<file path="src/rtl/bcd_xlate_pkg.sv">
package bcd_xlate_pkg;

    // Operation select encoding carried on mode_i
    typedef enum logic {
        XL_PACK   = 1'b0,
        XL_UNPACK = 1'b1
    } xl_mode_e;

endpackage

</file>
<file path="src/rtl/bcd_pack_path.sv">
// Dense path: bias the loose word, then keep the low nibble of each byte.
module bcd_pack_path #(
    parameter int DIG_W = 4,
    parameter int NDIG  = 2,
    localparam int BYTE_W = 2 * DIG_W,
    localparam int WORD_W = NDIG * BYTE_W,
    localparam int PACK_W = NDIG * DIG_W
) (
    input  logic [WORD_W-1:0] loose_i,
    input  logic [WORD_W-1:0] adj_i,
    output logic [PACK_W-1:0] dense_o
);

    logic [WORD_W-1:0] biased;
    logic [WORD_W-1:0] sum_unused_hi;

    // Wrapping add: carry out of the top bit is discarded
    assign biased = loose_i + adj_i;

    for (genvar g = 0; g < NDIG; g++) begin : g_dig
        assign dense_o[g*DIG_W +: DIG_W] = biased[g*BYTE_W +: DIG_W];
    end

    assign sum_unused_hi = biased;

endmodule

</file>
<file path="src/rtl/bcd_unpack_path.sv">
// Loose path: spread each nibble into its own byte, then bias the word.
module bcd_unpack_path #(
    parameter int DIG_W = 4,
    parameter int NDIG  = 2,
    localparam int BYTE_W = 2 * DIG_W,
    localparam int WORD_W = NDIG * BYTE_W,
    localparam int PACK_W = NDIG * DIG_W
) (
    input  logic [PACK_W-1:0] dense_i,
    input  logic [WORD_W-1:0] adj_i,
    output logic [WORD_W-1:0] loose_o
);

    logic [WORD_W-1:0] spread;

    for (genvar g = 0; g < NDIG; g++) begin : g_dig
        assign spread[g*BYTE_W +: DIG_W]              = dense_i[g*DIG_W +: DIG_W];
        assign spread[g*BYTE_W+DIG_W +: BYTE_W-DIG_W] = '0;
    end

    // Wrapping add after spreading
    assign loose_o = spread + adj_i;

endmodule

</file>
<file path="src/rtl/bcd_xlate.sv">
module bcd_xlate #(
    parameter int DATA_W = 32,
    parameter int DIG_W  = 4,
    parameter int NDIG   = 2,
    localparam int BYTE_W = 2 * DIG_W,
    localparam int WORD_W = NDIG * BYTE_W,
    localparam int PACK_W = NDIG * DIG_W
) (
    input  logic              clk,
    input  logic              rst_n,
    input  logic              start_i,
    input  logic              mode_i,
    input  logic [DATA_W-1:0] src_i,
    input  logic [DATA_W-1:0] dst_i,
    input  logic [WORD_W-1:0] adj_i,
    output logic [DATA_W-1:0] result_o,
    output logic              done_o
);

    import bcd_xlate_pkg::*;

    typedef struct packed {
        logic [DATA_W-1:0] result;
        logic              done;
    } xl_state_t;

    xl_state_t st_d, st_q;

    logic [PACK_W-1:0] dense_val;
    logic [WORD_W-1:0] loose_val;
    logic              unused_src_hi;

    assign unused_src_hi = ^src_i[DATA_W-1:WORD_W];

    bcd_pack_path #(
        .DIG_W (DIG_W),
        .NDIG  (NDIG)
    ) u_pack (
        .loose_i (src_i[WORD_W-1:0]),
        .adj_i   (adj_i),
        .dense_o (dense_val)
    );

    bcd_unpack_path #(
        .DIG_W (DIG_W),
        .NDIG  (NDIG)
    ) u_unpack (
        .dense_i (src_i[PACK_W-1:0]),
        .adj_i   (adj_i),
        .loose_o (loose_val)
    );

    always_comb begin
        st_d      = st_q;
        st_d.done = 1'b0;
        if (start_i) begin
            st_d.done   = 1'b1;
            st_d.result = dst_i;
            if (xl_mode_e'(mode_i) == XL_PACK) begin
                st_d.result[PACK_W-1:0] = dense_val;
            end else begin
                st_d.result[WORD_W-1:0] = loose_val;
            end
        end
    end

    always_ff @(posedge clk) begin
        if (!rst_n) begin
            st_q <= '0;
        end else begin
            st_q <= st_d;
        end
    end

    assign result_o = st_q.result;
    assign done_o   = st_q.done;

endmodule

</file>
<file path="config.mk">
export PLATFORM = sky130hd
export DESIGN_NAME = bcd_xlate
export DESIGN_NICKNAME = d
export VERILOG_FILES = /design/src/rtl/bcd_xlate_pkg.sv /design/src/rtl/bcd_pack_path.sv /design/src/rtl/bcd_unpack_path.sv /design/src/rtl/bcd_xlate.sv
export SDC_FILE = /design/constraint.sdc
export NUM_CORES = 1
export LEC_CHECK = 0
export BUFFER_PORTS_ARGS = -buffer_cell sky130_fd_sc_hd__buf_2
export CORE_MARGIN = 4
export CORE_UTILIZATION = 42
export DETAILED_ROUTE_END_ITERATION = 10
export MAX_ROUTING_LAYER = met4
export PLACE_DENSITY = 0.73
export REMOVE_ABC_BUFFERS = 1
export SYNTH_ARGS = -nofsm -noshare
export SYNTH_HDL_FRONTEND = slang
export SYNTH_HIERARCHICAL = 1
export SYNTH_SLANG_ARGS = --single-unit
</file>
<file path="constraint.sdc">
create_clock -name clk -period 2 [get_ports clk]
set_clock_uncertainty 0.1 [all_clocks]
set_input_delay 0.4 -clock clk [delete_from_list [all_inputs] [get_ports clk]]
set_output_delay 0.4 -clock clk [all_outputs]
set_load 0.02 [all_outputs]
</file>
==> metrics.md <==
| Metric | Value |
|---|---|
| Outcome | `completed` |
| Area after DPL | `roughly 3000 um^2` |
| Fmax | `0.5020 GHz` |
| Placed insts | `about 430` |
| Vias in the first global route | `slightly above 2000` |
| Hold Fails Final Rpt | `0` |
| Initial DRT Pass Iterations | `4` |
| Clk slew on worst S/H paths | `~0.060 ns` |
| Die area | `slightly below 7000 um^2` |
| Peak VDD IR | `about 0.34 mV` |
| HP Class | `input port to flop` |
| Total gr overflow | `0` |
| Slowest stage delay, CP | `around 0.38 ns` |
| Ant diodes | `0` |
| Crit-path max FO | `2` |
| Hold WS | `~0.28 ns` |
| Final net count | `~470` |
| Ys async rst share | `0%` |
| Unrepaired setup endpoints after global routing | `true` |
| Drc violations | `0` |
| Setup CP Type | `input port to flop` |
| Post-synth EDFFs | `0` |
| TritonCTS clock tree | `done` |
| Static leakage | `0.001560 uW` |
| DR vias/cell | `4.979` |
| Clk buf depth | `2` |
| Pwr per Cell Area | `between 500 and 600 nW/um^2` |
| Max-cap viol count | `0` |
| Yosys warns | `6` |
| # rows | `26` |
| Worst slew pin tran | `~0.45 ns` |
| Area Growth Syn to Fin | `38.69%` |
| Max-slew violations | `0` |
| Share of cells above drive strength 1 | `around two fifths` |
| Fin Setup TNS | `0 ns` |
| Largest net degree at the start of global routing | `50` |
| Slew headroom | `between 60% and 70%` |
| Post-route minimum period | `approximately 2.0 ns` |
| Mean area per synthesized cell | `approximately 9.4 um^2` |
| Non-Filler Instances | `around 440` |
| CP endpoint kind | `flop` |
| Crit path DAT | `around 2.1 ns` |
| # H-tree levels | `2` |
| Die W | `82.46 um` |
| Chip Height | `~82 um` |
| Final worst-path cycle share | `between 90 and 100%` |
| First-pass GRT wire length | `slightly below 9000 um` |
| Crit path required time | `2.11 ns` |
| Cell Chain, Critical Path | `buf_2, ha_2, fa_1, a21oi_1, o21a_1, o21ai_0, a21oi_1, xnor2_1, mux2i_1, a21oi_1` |
| Clk sinks | `33` |
| GRT Resource Usage Total | `17.13%` |
| Post-route cell area | `approximately 3200 um^2` |
| # IOs | `117` |
| Startpoint Class | `input port` |
| DR WL/cell | `~13 um` |
| CP max-delay cell | `fa_1` |
| Register area share after synthesis | `between 20% and 30%` |
| Num CTS Buffers | `5` |
| Area of the mapped netlist | `around 2300 um^2` |
| Clk_lat worst skew | `between 0.2 and 0.3 ns` |
| Yosys cell types | `48` |
| DP HPWL | `4596 um` |
| DR iter-0 viols | `78` |
| Synth Instances | `about 250` |
| #FFs+latches synth | `33` |
| Total number of vias | `about 2200` |
| Routed Antenna Nets | `0` |
| RD Place Congestion | `around 0.85` |
| Final setup fails | `0` |
| Starting Density | `roughly 44%` |
| Initial antenna violation count | `0` |
| PortBufs | `88` |
| Synth Flop Type | `dfxtp_1` |
| Core area | `approximately 5200 um^2` |
| CP most frequent cell | `a21oi_1` |
| Routed wire length | `5765 um` |
| CTS root buf | `clkbuf_8` |
[synthesized netlist by cell type (all sizes together) (2+ instances only)]
library cell | count | area share [%]
dfxtp | 33 | 28
mux2i | 33 | 14
a21oi | 25 | 5.4
o21ai | 22 | 4.7
ha | 19 | 10
nor2b | 16 | 4.3
nor2 | 12 | 2.4
xnor2 | 11 | 4.1
buf | 9 | 3.3
nand2 | 9 | 1.5
a211oi | 5 | 2.3
inv | 5 | 0.81
xor2 | 5 | 1.9
nand4 | 4 | 2.0
nor3 | 4 | 1.3
and2 | 3 | 0.81
nand3 | 3 | 0.64
nand3b | 3 | 0.97
o21a | 3 | 0.97
a2111oi | 2 | 0.81
a211o | 2 | 0.75
a21o | 2 | 0.64
clkbuf | 2 | 0.32
fa | 2 | 1.7
nor3b | 2 | 0.86
o31ai | 2 | 1.2
[placed cells by master, fill, tap and decap left out, types with 4 or more instances in the layout]
cell type,Yosys,routed
nor2b_1,16,16
xor2_1,5,5
clkbuf_8,0,5
inv_1,5,5
buf_2,4,88
ha_1,19,15
xnor2_1,11,11
buf_4,2,33
nand2_1,9,7
o21ai_1,4,5
o21ai_0,18,17
mux2i_1,33,33
dfxtp_1,33,33
nor2_1,10,10
a211oi_2,3,4
a21oi_1,25,25
[what timing repair did]
action	4_1_cts	5_1_grt
gates cloned	0	0
pin swaps	0	8
hold buffers	0	0
endpoints found under the setup margin	1	6
resized for setup	1	14
buffers inserted	0	0
[layer usage]
metal / wire length (um) / track usage (%)
met5: 0 / -
met4: 90 / 7.475
met3: 315 / 2.603
met2: 2862 / 30.45
met1: 2497 / 18.82
[sequential cells by signal, summed over array words and instances (netlist names)]
register	flops
done_o	1
result_o	32
[metrics by stage]
stage	utilization (%)	total power [uW]	worst slack, ns
final	61.66	1890	0.008014
after global routing	61.66	2011	-0.02570
after CTS	60.03	1886	0.001029
after detailed placement	58.41	1417	-0.3284
after global placement	58.41	1395	-0.2799
after floorplan	-	1120	-0.06007
[cell families (layout without fill, tap and decap cells)]
group | after synthesis | after routing | share of synthesized area (%)
simple gates | 58 | 58 | 15.26
buf+inv | 16 | 136 | 4.460
mux | 33 | 33 | 14.19
fa+ha+maj | 21 | 21 | 11.93
compound gates | 70 | 70 | 19.77
flops | 33 | 33 | 28.37
xor+xnor | 16 | 16 | 6.018
[final timing paths]
check	start	to	slack (ns)	cells after the start
min reg2reg	result_o[18]	result_o[18]	0.41	2
min	dst_i[27]	result_o[27]	0.28	3
max	adj_i[0]	result_o[6]	0.008	10
max reg2reg	result_o[6]	result_o[6]	1.25	2
[report_power, final]
group          leakage [uW]  switching (uW)  internal [uW]
sequential         0.000274            20.9            707
clock             0.0000395             210            247
combinational       0.00125             370            335
[cell type report]
type / instances / area, um^2
timing repair buffer: 123 / 728.2
tap: 70 / 87.58
sequential: 33 / 660.6
fill: 457 / 2008
inverter: 5 / 18.77
clock buffer: 8 / 80.08
multi-input combinational: 198 / 1654
[critical path: cells and delay by family]
family                   cells  cell delay [ns]
adder cells (fa/ha/maj)      2             0.57
XOR/XNOR                     1             0.15
AO/OA/AOI/OAI                5             0.77
buffers and inverters        1             0.11
multiplexers                 1             0.10
Power figures use the tool's default switching activity.
